## config.mk

```make
export PLATFORM = sky130hd
export DESIGN_NAME = rxDescStatusEngine
export DESIGN_NICKNAME = d
export VERILOG_FILES = /design/src/rtl/rxdsw_pkg.sv /design/src/rtl/rxdswCtrl.sv /design/src/rtl/rxdswData.sv /design/src/rtl/rxDescStatusEngine.sv
export SDC_FILE = /design/constraint.sdc
export NUM_CORES = 1
export LEC_CHECK = 0
export BUFFER_PORTS_ARGS = -buffer_cell sky130_fd_sc_hd__buf_2
export CAP_MARGIN = 10
export CORE_ASPECT_RATIO = 0.8
export CORE_UTILIZATION = 45
export DETAILED_ROUTE_END_ITERATION = 8
export MAX_ROUTING_LAYER = met4
export PLACE_DENSITY_LB_ADDON = 0.15
export SETUP_SLACK_MARGIN = 0.2
export SYNTH_ARGS = -nofsm -noshare
export SYNTH_HDL_FRONTEND = slang
export SYNTH_SLANG_ARGS = --single-unit
export TNS_END_PERCENT = 100
```

## constraint.sdc

```tcl
create_clock -name clk -period 3.4 [get_ports clk]
set_input_delay 0.34 -clock clk [delete_from_list [all_inputs] [get_ports clk]]
set_output_delay 0.34 -clock clk [all_outputs]
set_load 0.01 [all_outputs]
```

## src/rtl/rxdsw_pkg.sv

```systemverilog
package rxdsw_pkg;

  // Width of the byte-count field in the status word
  localparam int FL_W = 14;

  // Status word bit positions
  localparam int B_OWN   = 31;
  localparam int FL_LO   = 16;
  localparam int B_ES    = 15;
  localparam int B_DE    = 14;
  localparam int B_OVF   = 11;
  localparam int B_FS    = 9;
  localparam int B_LD    = 8;
  localparam int B_GIANT = 7;
  localparam int B_LATE  = 6;
  localparam int B_WDOG  = 4;
  localparam int B_RXERR = 3;
  localparam int B_CRC   = 1;

  typedef enum logic [1:0] {
    ST_OPEN = 2'd0,
    ST_FILL = 2'd1,
    ST_DROP = 2'd2
  } fillState_t;

  typedef struct packed {
    logic open;
    logic accept;
    logic closeLast;
    logic closeFull;
    logic closeTrunc;
    logic closeSkip;
  } ctrlStrobes_t;

endpackage

```

## src/rtl/rxdswCtrl.sv

```systemverilog
module rxdswCtrl
  import rxdsw_pkg::*;
(
  input  logic         clk,
  input  logic         rstN,
  input  logic         inValid,
  input  logic         inLast,
  input  logic         inWdog,
  input  logic         descOwn,
  input  logic         nextOwn,
  input  logic         capZero,
  input  logic         lastSlot,
  output logic         inReady,
  output logic         descUnavail,
  output ctrlStrobes_t strobe
);

  fillState_t state, stateNext;

  always_comb begin
    stateNext   = state;
    inReady     = 1'b0;
    descUnavail = 1'b0;
    strobe      = '0;
    unique case (state)
      ST_OPEN: begin
        // a descriptor is looked at only when a byte is waiting
        if (inValid) begin
          if (!descOwn) begin
            descUnavail = 1'b1;
          end else if (capZero) begin
            strobe.closeSkip = 1'b1;
          end else begin
            strobe.open = 1'b1;
            stateNext   = ST_FILL;
          end
        end
      end
      ST_FILL: begin
        inReady = 1'b1;
        if (inValid) begin
          strobe.accept = 1'b1;
          if (inLast || inWdog) begin
            strobe.closeLast = 1'b1;
            stateNext = inLast ? ST_OPEN : ST_DROP;
          end else if (lastSlot) begin
            if (nextOwn) begin
              strobe.closeFull = 1'b1;
              stateNext = ST_OPEN;
            end else begin
              strobe.closeTrunc = 1'b1;
              stateNext = ST_DROP;
            end
          end
        end
      end
      ST_DROP: begin
        inReady = 1'b1;
        if (inValid && inLast) stateNext = ST_OPEN;
      end
      default: stateNext = ST_OPEN;
    endcase
  end

  always_ff @(posedge clk or negedge rstN) begin
    if (!rstN) state <= ST_OPEN;
    else       state <= stateNext;
  end

endmodule

```

## src/rtl/rxdswData.sv

```systemverilog
module rxdswData
  import rxdsw_pkg::*;
#(
  parameter int RING_SIZE = 8,
  parameter int BUF_W     = 13,
  parameter int IDX_W     = 3
) (
  input  logic               clk,
  input  logic               rstN,
  input  ctrlStrobes_t       strobe,
  input  logic               inLast,
  input  logic               inRxErr,
  input  logic               inCrcErr,
  input  logic               inLateCol,
  input  logic               inGiant,
  input  logic               inOverflow,
  input  logic               inWdog,
  input  logic [BUF_W-1:0]   descBuf1Size,
  input  logic [BUF_W-1:0]   descBuf2Size,
  output logic               capZero,
  output logic               lastSlot,
  output logic [IDX_W-1:0]   descIndex,
  output logic               wbValid,
  output logic [31:0]        wbStatus,
  output logic [IDX_W-1:0]   wbIndex
);

  localparam int FLW   = FL_W;
  localparam int SUM_W = BUF_W + 1;

  logic [FLW-1:0]   remaining;
  logic [FLW-1:0]   frameCount;
  logic             descHasFirst;
  logic             rxErrSeen;
  logic [IDX_W-1:0] idxReg;

  logic             closing;
  logic             frameEnd;
  logic [SUM_W-1:0] capSum;
  logic [FLW-1:0]   capacity;
  logic [IDX_W-1:0] idxNext;
  logic [FLW-1:0]   lenNow;
  logic             firstNow;
  logic             errCrc, errLate, errGiant, errOvf, errRx, errWd, errDe, errSum;
  logic [31:0]      statusNext;

  assign closing  = strobe.closeLast | strobe.closeFull | strobe.closeTrunc | strobe.closeSkip;
  assign frameEnd = strobe.closeLast | strobe.closeTrunc;

  assign capSum   = SUM_W'(descBuf1Size) + SUM_W'(descBuf2Size);
  assign capacity = FLW'(capSum);
  assign capZero  = (capSum == '0);
  assign lastSlot = (remaining == FLW'(1));

  assign idxNext  = (idxReg == IDX_W'(RING_SIZE - 1)) ? '0 : idxReg + 1'b1;
  assign descIndex = idxReg;

  // status word assembly
  always_comb begin
    lenNow   = strobe.accept ? frameCount + 1'b1 : frameCount;
    firstNow = descHasFirst | (strobe.accept && (frameCount == '0));
    errCrc   = strobe.closeLast & inLast & inCrcErr;
    errLate  = strobe.closeLast & inLast & inLateCol;
    errGiant = strobe.closeLast & inLast & inGiant;
    errOvf   = strobe.closeLast & inLast & inOverflow;
    errWd    = strobe.closeLast & inWdog;
    errRx    = frameEnd & (rxErrSeen | inRxErr);
    errDe    = strobe.closeTrunc;
    errSum   = errCrc | errLate | errGiant | errOvf | errWd | errRx | errDe;

    statusNext                      = '0;
    statusNext[B_OWN]               = 1'b0;
    statusNext[FL_LO +: FLW]        = lenNow;
    statusNext[B_ES]                = errSum;
    statusNext[B_DE]                = errDe;
    statusNext[B_OVF]               = errOvf;
    statusNext[B_FS]                = firstNow & ~strobe.closeSkip;
    statusNext[B_LD]                = frameEnd;
    statusNext[B_GIANT]             = errGiant;
    statusNext[B_LATE]              = errLate;
    statusNext[B_WDOG]              = errWd;
    statusNext[B_RXERR]             = errRx;
    statusNext[B_CRC]               = errCrc;
  end

  always_ff @(posedge clk or negedge rstN) begin
    if (!rstN) begin
      remaining    <= '0;
      frameCount   <= '0;
      descHasFirst <= 1'b0;
      rxErrSeen    <= 1'b0;
      idxReg       <= '0;
    end else begin
      if (strobe.open)        remaining <= capacity;
      else if (strobe.accept) remaining <= remaining - 1'b1;

      if (strobe.accept) begin
        frameCount <= frameEnd ? '0 : frameCount + 1'b1;
        rxErrSeen  <= frameEnd ? 1'b0 : (rxErrSeen | inRxErr);
      end

      if (closing)                                    descHasFirst <= 1'b0;
      else if (strobe.accept && (frameCount == '0))   descHasFirst <= 1'b1;

      if (closing) idxReg <= idxNext;
    end
  end

  always_ff @(posedge clk or negedge rstN) begin
    if (!rstN) begin
      wbValid  <= 1'b0;
      wbStatus <= '0;
      wbIndex  <= '0;
    end else begin
      wbValid <= closing;
      if (closing) begin
        wbStatus <= statusNext;
        wbIndex  <= idxReg;
      end
    end
  end

endmodule

```

## src/rtl/rxDescStatusEngine.sv

```systemverilog
module rxDescStatusEngine
  import rxdsw_pkg::*;
#(
  parameter  int RING_SIZE = 8,
  parameter  int BUF_W     = 13,
  localparam int IDX_W     = (RING_SIZE > 1) ? $clog2(RING_SIZE) : 1
) (
  input  logic             clk,
  input  logic             rstN,
  input  logic             inValid,
  input  logic             inLast,
  input  logic             inRxErr,
  input  logic             inCrcErr,
  input  logic             inLateCol,
  input  logic             inGiant,
  input  logic             inOverflow,
  input  logic             inWdog,
  output logic             inReady,
  input  logic [BUF_W-1:0] descBuf1Size,
  input  logic [BUF_W-1:0] descBuf2Size,
  input  logic             descOwn,
  input  logic             nextOwn,
  output logic [IDX_W-1:0] descIndex,
  output logic             descUnavail,
  output logic             wbValid,
  output logic [31:0]      wbStatus,
  output logic [IDX_W-1:0] wbIndex
);

  initial begin
    if (BUF_W + 1 > FL_W) $error("BUF_W too wide for the byte-count field");
    if (RING_SIZE < 2)    $error("RING_SIZE must be at least 2");
  end

  ctrlStrobes_t strobe;
  logic         capZero;
  logic         lastSlot;

  rxdswCtrl uCtrl (
    .clk        (clk),
    .rstN       (rstN),
    .inValid    (inValid),
    .inLast     (inLast),
    .inWdog     (inWdog),
    .descOwn    (descOwn),
    .nextOwn    (nextOwn),
    .capZero    (capZero),
    .lastSlot   (lastSlot),
    .inReady    (inReady),
    .descUnavail(descUnavail),
    .strobe     (strobe)
  );

  rxdswData #(
    .RING_SIZE(RING_SIZE),
    .BUF_W    (BUF_W),
    .IDX_W    (IDX_W)
  ) uData (
    .clk         (clk),
    .rstN        (rstN),
    .strobe      (strobe),
    .inLast      (inLast),
    .inRxErr     (inRxErr),
    .inCrcErr    (inCrcErr),
    .inLateCol   (inLateCol),
    .inGiant     (inGiant),
    .inOverflow  (inOverflow),
    .inWdog      (inWdog),
    .descBuf1Size(descBuf1Size),
    .descBuf2Size(descBuf2Size),
    .capZero     (capZero),
    .lastSlot    (lastSlot),
    .descIndex   (descIndex),
    .wbValid     (wbValid),
    .wbStatus    (wbStatus),
    .wbIndex     (wbIndex)
  );

endmodule

```

# ---- Word level (Yosys, flattened, before mapping)
# Index checks and enable logic that the tools add are counted.
# Widths: inputs -> output; s select.
dict set report totals {
  regBits 63
  input_bits 38
  out_inout_bits 41
  elab_cells 91
}
dict set report op_classes {
  reduce_logical 10
  add_sub_neg 4
  eq_ne 10
  muxes 37
  n_bitwise 21
}
# cell count
set ops {}
lappend ops {{$mux 14} 4}
lappend ops {{$logic_not 14->1} 2}
lappend ops {{$mux 2} 11}
lappend ops {{$mux 1} 18}
lappend ops {{$add 13x13->14} 1}
lappend ops {{$add 14x1->14 const B} 1}
lappend ops {{$eq 14x1->1 const B} 1}
lappend ops {{$sub 14x1->14 const B} 1}
lappend ops {{$or 1x1->1} 12}
lappend ops {{$and 1x1->1} 8}
lappend ops {{$mux 4} 2}
lappend ops {{$ne 2x2->1 const B} 4}
lappend ops {{$pmux 2 s3} 1}
lappend ops {{$reduce_and 6->1} 1}
lappend ops {{$reduce_bool 2->1} 2}
lappend ops {{$add 3x1->3 const B} 1}
lappend ops {{$eq 3x3->1 const B} 1}
lappend ops {{$mux 3} 1}
lappend ops {{$ne 3x2->1 const B} 1}
lappend ops {{$eq 2x1->1 const B} 1}
lappend ops {{$eq 2x2->1 const B} 1}
lappend ops {{$logic_and 1x1->1} 2}
lappend ops {{$logic_not 2->1} 1}
lappend ops {{$ne 2x1->1 const B} 1}
lappend ops {{3 further kinds} 3}

# ---- Depth between registers and ports, before layout
# Gate-level depths: netlist (run 1).
dict set report depth {
  ltp_word 13
  mapped_depth 13
}

# ---- Cells and area by module
# Synthesis (run 1) repeated with hierarchy kept, for this count alone.
dict set report unflattened {
  hier_cells 467
  area_unflattened_um2 4002.6
}
# mod cells_per_inst seq_area_each_um2 area_per_inst_um2 n_inst
set by_module_without_submodules {}
lappend by_module_without_submodules {rxdswData 438 1526.5 3756.1 1}
lappend by_module_without_submodules {rxdswCtrl 29 50.0 246.5 1}

# ---- Worst setup path after synthesis (run 1)
# OpenSTA, ideal clock, no wires.
dict set report synth_timing {
  path_type {input -> register}
  from {input port descBuf1Size[0]}
  to {register uData.idxReg[0] (netlist: uData.descIndex[0])}
  setup_time_ps 125
  cell_stages 12
  path_slack_ps 359
  required_ps 3275
  arrival_ps 2917
  cell_sequence {ha_1 fa_1 a21o_1 nand4_1 or4bb_1 nand3b_1 and4_1 buf_4 nand4_4 and2_4 inv_4 mux2_2}
}
dict set report synth_via {
  elab_chain_len 7
}
# item line_no
set synth_lines {}
lappend synth_lines {{start, declared} rxDescStatusEngine.sv:19} ;# input logic [BUF_W-1:0] descBuf1Size,
lappend synth_lines {{$add 13x13->14} rxdswData.sv:50} ;# assign capSum = SUM_W'(descBuf1Size) + SUM_W'(descBuf2Size);
lappend synth_lines {{$logic_not 14->1} rxdswData.sv:52} ;# assign capZero = (capSum == '0);
lappend synth_lines {{$mux 1} rxdswCtrl.sv:31} ;# end else if (capZero) begin
lappend synth_lines {{$mux 1} rxdswCtrl.sv:29} ;# if (!descOwn) begin
lappend synth_lines {{$mux 1} rxdswCtrl.sv:28} ;# if (inValid) begin
lappend synth_lines {{$mux 1} rxdswCtrl.sv:25} ;# unique case (state)
lappend synth_lines {{$or 1x1->1} rxdswData.sv:47} ;# assign closing = strobe.closeLast | strobe.closeFull | strobe.closeTrunc | strobe.closeSkip;
lappend synth_lines {{end signal, assigned} rxdswData.sv:105} ;# if (closing) idxReg <= idxNext;
lappend synth_lines {{end, declared} rxdswData.sv:35} ;# logic [IDX_W-1:0] idxReg;
# No other way between the ends.
# A chain may end at the register's enable or synchronous reset.

# ---- Worst setup path in the final report (run 1)
# Same ends and word-level chain as after synthesis.

==> impl_results.md, run 1 <==
* Setup Fix Bufs, Post-CTS at 0
* Worst slew margin at 48.8%
* Critical Path Slowest Stage Cell: or4bb_1
* WP buf/inv at 2
* Core area at 8520 um2
* DR pass1 iterations at 5
* Worst path cell trace: buf_2, ha_1, fa_1, a21o_1, nand4_1, or4bb_1, nand3b_1, and4_1, nand4_4, and2_4, inv_4, mux2_2
* TNS Setup at 0 ps
* DR vias at 3230
* Max-cap violations at 0
* Status: finished clean
* Setup crit start kind: input pin
* Worst Setup SP: descBuf1Size[0]
* Slowest Stage Delay on Critical Path at 500 ps
* RSZ-0062 raised after global routing: false
* Routed Antenna Nets at 0
* Pwr Density at 635 nW/um2
* TritonCTS clock tree: done
* Arrival @ worst endpoint at 3280 ps
* Clock-pin slew on the worst setup and hold paths at 70 ps
* Final setup violation count at 0
* Synth unique cells at 68
* Final Skew at 8.38 ps
* Number of synthesized register bits at 63
* Final hold vios at 0
* Leak at 0.00227 uW
* Total grt overflow at 0
* Via density at 5.35
* R2r setup slk at 740 ps
* Port bufs at 70
* Worst slew pin tran at 768 ps
* Ys async rst share at 100%
* Clock power share at 21.6%
* Met1 usage in global routing at 30.3%
* Min cycle time layout at 3050 ps
* Rows at 30
* Worst Hold Slack at 69.9 ps
* Post-DP HPWL at 6600 um
* Filler cells at 809
* Seq pwr share at 39.7%
* Kind of critical path: input pin to register
* Largest net degree at the start of global routing at 35
* Antenna violations before repair at 0
* Prevailing post-synth register cell: dfrtp_1
* FMAX at 327 MHz
* Synthesized instance count at 409
* DR iter-0 viols at 190
* Crit share post-route at 89.8%
* DIE HEIGHT at 85.9 um
* Register Area at 1580 um2
* Ant. Diodes at 0
* Int Power at 1850 uW
* Worst Hold Class: input pin to async pin
* CP Data Required Time at 3630 ps
* H-tree levels at 3
* NetSw at 1090 uW
* Yosys warnings at 0
* Clock Sinks at 63
* Synthesized cell area at 3960 um2
* Starting Density at 46.5%
* Area of the multi-input gates at 2160 um2
* FF-to-FF Start: uData.remaining[4]
* Area of the die at 9180 um2
* # IOs at 79
* Layout cells sized above 1 at 22.8%
* Per-cell routed wire length at 14.4 um
* Syn avg cell area at 9.69 um2
* Critical path fanouts, max at 12
* Met3 GRT Util at 4.18%
* Chip Width at 107 um
* GR Util met2 at 27.9%
* Post_cts resized at 0
* Total Routing Usage GR at 20.4%
* Total wire length at 8710 um
* Layout Nets at 548
* CTS root buffer: clkbuf_8
* Hold_buf cts at 0
* First-pass GRT wire length at 14300 um
* Seq/Total Area, Yosys at 39.8%
* Max IR drop VDD at 0.000311 V
* Net Sw Frac at 37.1%
* Routability congestion estimate at 0.830
* Worst skew pair latency at 340 ps
* Count of pins over their slew limit at 0
* Area Overhead vs Synth at 16.9%
* Combinational share of power at 38.7%
* Cts bufs inserted at 9
* Post-synth EDFFs at 0
* Vias in the first global route at 2946
* Most Crowded Layer GR: met1
* Kind of end point of the critical path: register
* DRC errors left at 0
* Critical path's top delay family: simple AND/OR/NAND/NOR gates
* Max clock buf depth at 2
[area by class of cell]
| type | count | area share, % |
|---|---|---|
| Clock buffer | 10 | 2.76 |
| Inverter | 27 | 2.24 |
| Clock inverter | 6 | 1.32 |
| Multi-Input combinational cell | 303 | 46.7 |
| Sequential cell | 63 | 34.0 |
| Tap cell | 112 | 3.03 |
| Timing Repair Buffer | 83 | 9.94 |
[through the flow]
stage	power [uW]	instances	worst slack [ps]	area, um2	utilization, %
after global placement	2280	588	99.6	4440	52.1
after floorplan	1950	416	359	3990	-
after detailed placement	2320	588	17.8	4440	52.1
after CTS	2960	604	369	4630	54.4
final	2940	604	346	4630	54.4
after global routing	3160	604	200	4630	54.4
[layer usage]
metal	routed length, um	vias up
met2	3580	97
met1	4560	1525
met3	508	5
li1	-	1603
met4	61	0
met5	0	-
[flip-flops by register name, summed over array words and instances, names as in the netlist]
name / cells
uData.remaining: 14
uData.rxErrSeen: 1
uData.descHasFirst: 1
uData.wbIndex: 3
uCtrl.state: 2
uData.wbStatus: 24
uData.descIndex: 3
uData.frameCount: 14
uData.wbValid: 1
[synth_stat cells (all sizes together) (6+ instances only)]
cell     n  area share (%)
dfrtp   63              40
nor2    35             3.3
nand2   29             2.8
inv     27             2.6
ha      22             6.9
a21oi   20             2.6
mux2i   18             4.5
xnor2   18             4.0
buf     15             2.9
nand3   13             1.6
mux2    12             3.6
xor2    11             2.4
nor3    10             1.3
o21ai   10             1.3
and3     9             1.4
clkbuf   8            0.76
a21o     6             1.1
and2     6             1.0
nand4    6             1.3
[cells in the final DEF (no fill, tap or decap), drive strengths merged, types with 5 or more instances in the layout]
cell type   n
buf        83
dfrtp      63
nor2       35
nand2      29
inv        27
ha         22
a21oi      20
mux2i      18
xnor2      18
nand3      13
mux2       12
xor2       11
nor3       10
clkbuf     10
o21ai      10
and3        9
conb        8
a21o        6
nand4       6
and2        6
nor4        5
a211oi      5
a32o        5
[kinds of logic (layout without fill, tap and decap cells)]
kind of cell,Yosys count,count (layout),share of synthesized area (%)
mux,30,30,8.15
buf+inv,50,126,6.29
simple gates,135,135,17.8
other cells,1,8,0.0947
flops,63,63,39.8
fa+ha+maj,23,23,7.45
compound gates,78,78,14.0
xor+xnor,29,29,6.41
[path summary, 6_finish.rpt]
kind                                      end  depth (start not counted)
max                        uData.descIndex[0]                         12
min                            uCtrl.state[1]                          1
max reg2reg                    uCtrl.state[1]                          6
min reg2reg                uData.wbStatus[29]                          1
max in group asynchronous  uData.wbStatus[28]                          2
min in group clk            uData.wbStatus[1]                          2
[power by group through the flow]
stage | clock [uW] | sequential, uW | combinational [uW]
after floorplan | 0 | 1190 | 760
after global placement | 0 | 1170 | 1110
after detailed placement | 0 | 1180 | 1140
after CTS | 648 | 1170 | 1150
after global routing | 682 | 1200 | 1280
final | 634 | 1170 | 1140
No activity file was read; power rests on OpenSTA's default activity.
==> run 2: changes to the inputs <==
--- a/config.mk
+++ b/config.mk
@@ -11,7 +11,7 @@
 export CORE_UTILIZATION = 45
 export DETAILED_ROUTE_END_ITERATION = 8
 export MAX_ROUTING_LAYER = met4
-export PLACE_DENSITY_LB_ADDON = 0.15
+export PLACE_DENSITY = 0.67
 export SETUP_SLACK_MARGIN = 0.2
 export SYNTH_ARGS = -nofsm -noshare
 export SYNTH_HDL_FRONTEND = slang
==> run 2 against run 1 <==
  * Wire length fell by 0.90%
  * Sequential power barely moved
  * Clock power rose by 21%
  * Via count rose by 1.5%
  * Worst setup slack improved by 69 ps
  * Critical path depth did not move
  * Final cell count rose by 0.17%
  * Final area rose by 1.3%
  * Maximum frequency rose by 2.3%
  * Global-route usage fell by 0.12 points
  * Clock skew fell by 0.75 ps
  * Largest cell class unchanged
  * Largest power group unchanged
==> impl_results.md, run 2 (synthesized netlist as in run 1, its figures left out) <==
* CTS root buffer: clkbuf_8
* Min cycle time layout at 2990 ps
* Worst Setup SP: descBuf1Size[0]
* Routability congestion estimate at 0.835
* Final setup violation count at 0
* DR iter-0 viols at 165
* R2r setup slk at 710 ps
* Count of pins over their slew limit at 0
* Antenna violations before repair at 0
* DR vias at 3279
* Post-DP HPWL at 6560 um
* RSZ-0062 raised after global routing: false
* Worst Setup EP: uData.descIndex[1]
* Post-route cell area at 4690 um2
* Kind of end point of the critical path: register
* FF-to-FF Start: uData.remaining[4]
* Slowest Stage Delay on Critical Path at 490 ps
* Leak at 0.00229 uW
* Area of the die at 9180 um2
* Largest net degree at the start of global routing at 32
* Chip Width at 107 um
* Final hold vios at 0
* Port bufs at 70
* Kind of critical path: input pin to register
* Leading cell types in the layout, fill and taps excluded: 70 x buf_2, 63 x dfrtp_1, 35 x nor2_1, 28 x nand2_1, 26 x inv_1
* DIE HEIGHT at 85.9 um
* Crit share post-route at 87.8%
* Area Overhead vs Synth at 18.4%
* Post_cts resized at 0
* CP Data Required Time at 3620 ps
* Starting Density at 46.5%
* Per-cell routed wire length at 14.3 um
* Via density at 5.42
* Setup Fix Bufs, Post-CTS at 0
* Most flop-heavy register: uData.wbStatus
* Final Skew at 7.64 ps
* Largest register FFs at 24
* Routed Antenna Nets at 0
* Critical Path Slowest Stage Cell: or4bb_1
* Vias in the first global route at 3060
* Max clock buf depth at 2
* Worst slew pin tran at 705 ps
* H-tree levels at 3
* Max-cap violations at 0
* Total wire length at 8640 um
* Commonest non-fill, non-tap cell in the layout: buf_2
* Total grt overflow at 0
* Largest regs: uData.wbStatus: 24 flops, uData.frameCount: 14 flops, uData.remaining: 14 flops
* Worst Hold Class: input pin to async pin
* Status: finished clean
* Placement-stage cell area at 4450 um2
* Max IR drop VDD at 0.000408 V
* DR pass1 iterations at 5
* Total Routing Usage GR at 20.3%
* FMAX at 335 MHz
* FF-to-FF End: uCtrl.state[1]
* Layout Nets at 549
* Place WS at 57.6 ps
* Ant. Diodes at 0
* Reg2Reg Depth at 6
* Worst skew pair latency at 340 ps
* Worst setup margin at 415 ps
* Worst slew margin at 51.8%
* Critical path fanouts, max at 12
* TritonCTS clock tree: done
* First-pass GRT wire length at 14400 um
* Rows at 30
* Pwr Density at 656 nW/um2
* Cts bufs inserted at 9
* Clock Sinks at 63
* Core area at 8520 um2
* Layout cells sized above 1 at 23.1%
* Clock-pin slew on the worst setup and hold paths at 70 ps
* TNS Setup at 0 ps
* Hold_buf cts at 0
* # IOs at 79
* Arrival @ worst endpoint at 3210 ps
* Worst path cell trace: buf_2, ha_1, fa_1, a21o_1, nand4_1, or4bb_1, nand3b_1, and4_1, nand4_4, and2_4, inv_4, mux2_1
* Setup crit start kind: input pin
* DRC errors left at 0
==> run 2: changes by cell type in the layout (fill, tap and decap cells not counted), sizes merged <==
cell	before	now
buf	83	84
clkbuf	10	12
clkinv	4	1
bufinv	1	2
==> run 2: cell type report <==
type | count | area (um2)
Clock buffer | 12 | 165
Inverter | 27 | 104
Clock inverter | 4 | 76.3
Sequential cell | 63 | 1580
Fill cell | 731 | 3830
Timing Repair Buffer | 84 | 468
Multi-Input combinational cell | 303 | 2160
Tap cell | 112 | 140
==> run 2: stage by stage <==
| stage | instances | total power, uW | utilization (%) | hold WS (ps) |
|---|---|---|---|---|
| after detailed placement | 589 | 2310 | 52.2 | 425 |
| final | 605 | 3080 | 55.1 | 45.8 |
| after global routing | 605 | 3280 | 55.1 | 92.6 |
| after CTS | 605 | 3090 | 55.1 | 67.3 |
| after global placement | 589 | 2270 | 52.2 | 419 |
| after floorplan | 416 | 1950 | - | 44.4 |
==> run 2: report_power, final <==
group	leakage (uW)	internal [uW]	switching, uW
Sequential	0.000812	979	184
Clock	0.000119	474	296
Combinational	0.00136	534	611
Total	0.00229	1990	1090
==> run 2: routing by layer <==
metal	global-route usage (%)	share of wire (%)
met1	28.5	51
met5	-	0
met2	29.0	42
met3	5.02	6.0
met4	5.48	0.89
==> run 2: worst min-delay path by stage <==
stage | start | end | slack [ps] | cells after the start
final | rstN | uCtrl.state[1] | 50 | 1
after global routing | rstN | uData.wbStatus[4] | 90 | 1
after floorplan | rstN | uCtrl.state[0] | 40 | 0
after detailed placement | rstN | uCtrl.state[1] | 430 | 1
after global placement | rstN | uCtrl.state[1] | 420 | 1
after CTS | rstN | uData.remaining[4] | 70 | 1
==> run 2: worst max-delay path, delay by kind of cell <==
| family | cells | cell delay (ps) |
|---|---|---|
| AND/OR/NAND/NOR | 6 | 1480 |
| adder cells (fa/ha/maj) | 2 | 620 |
| multiplexers | 1 | 340 |
| buffers and inverters | 2 | 220 |
| AO/OA/AOI/OAI | 1 | 210 |
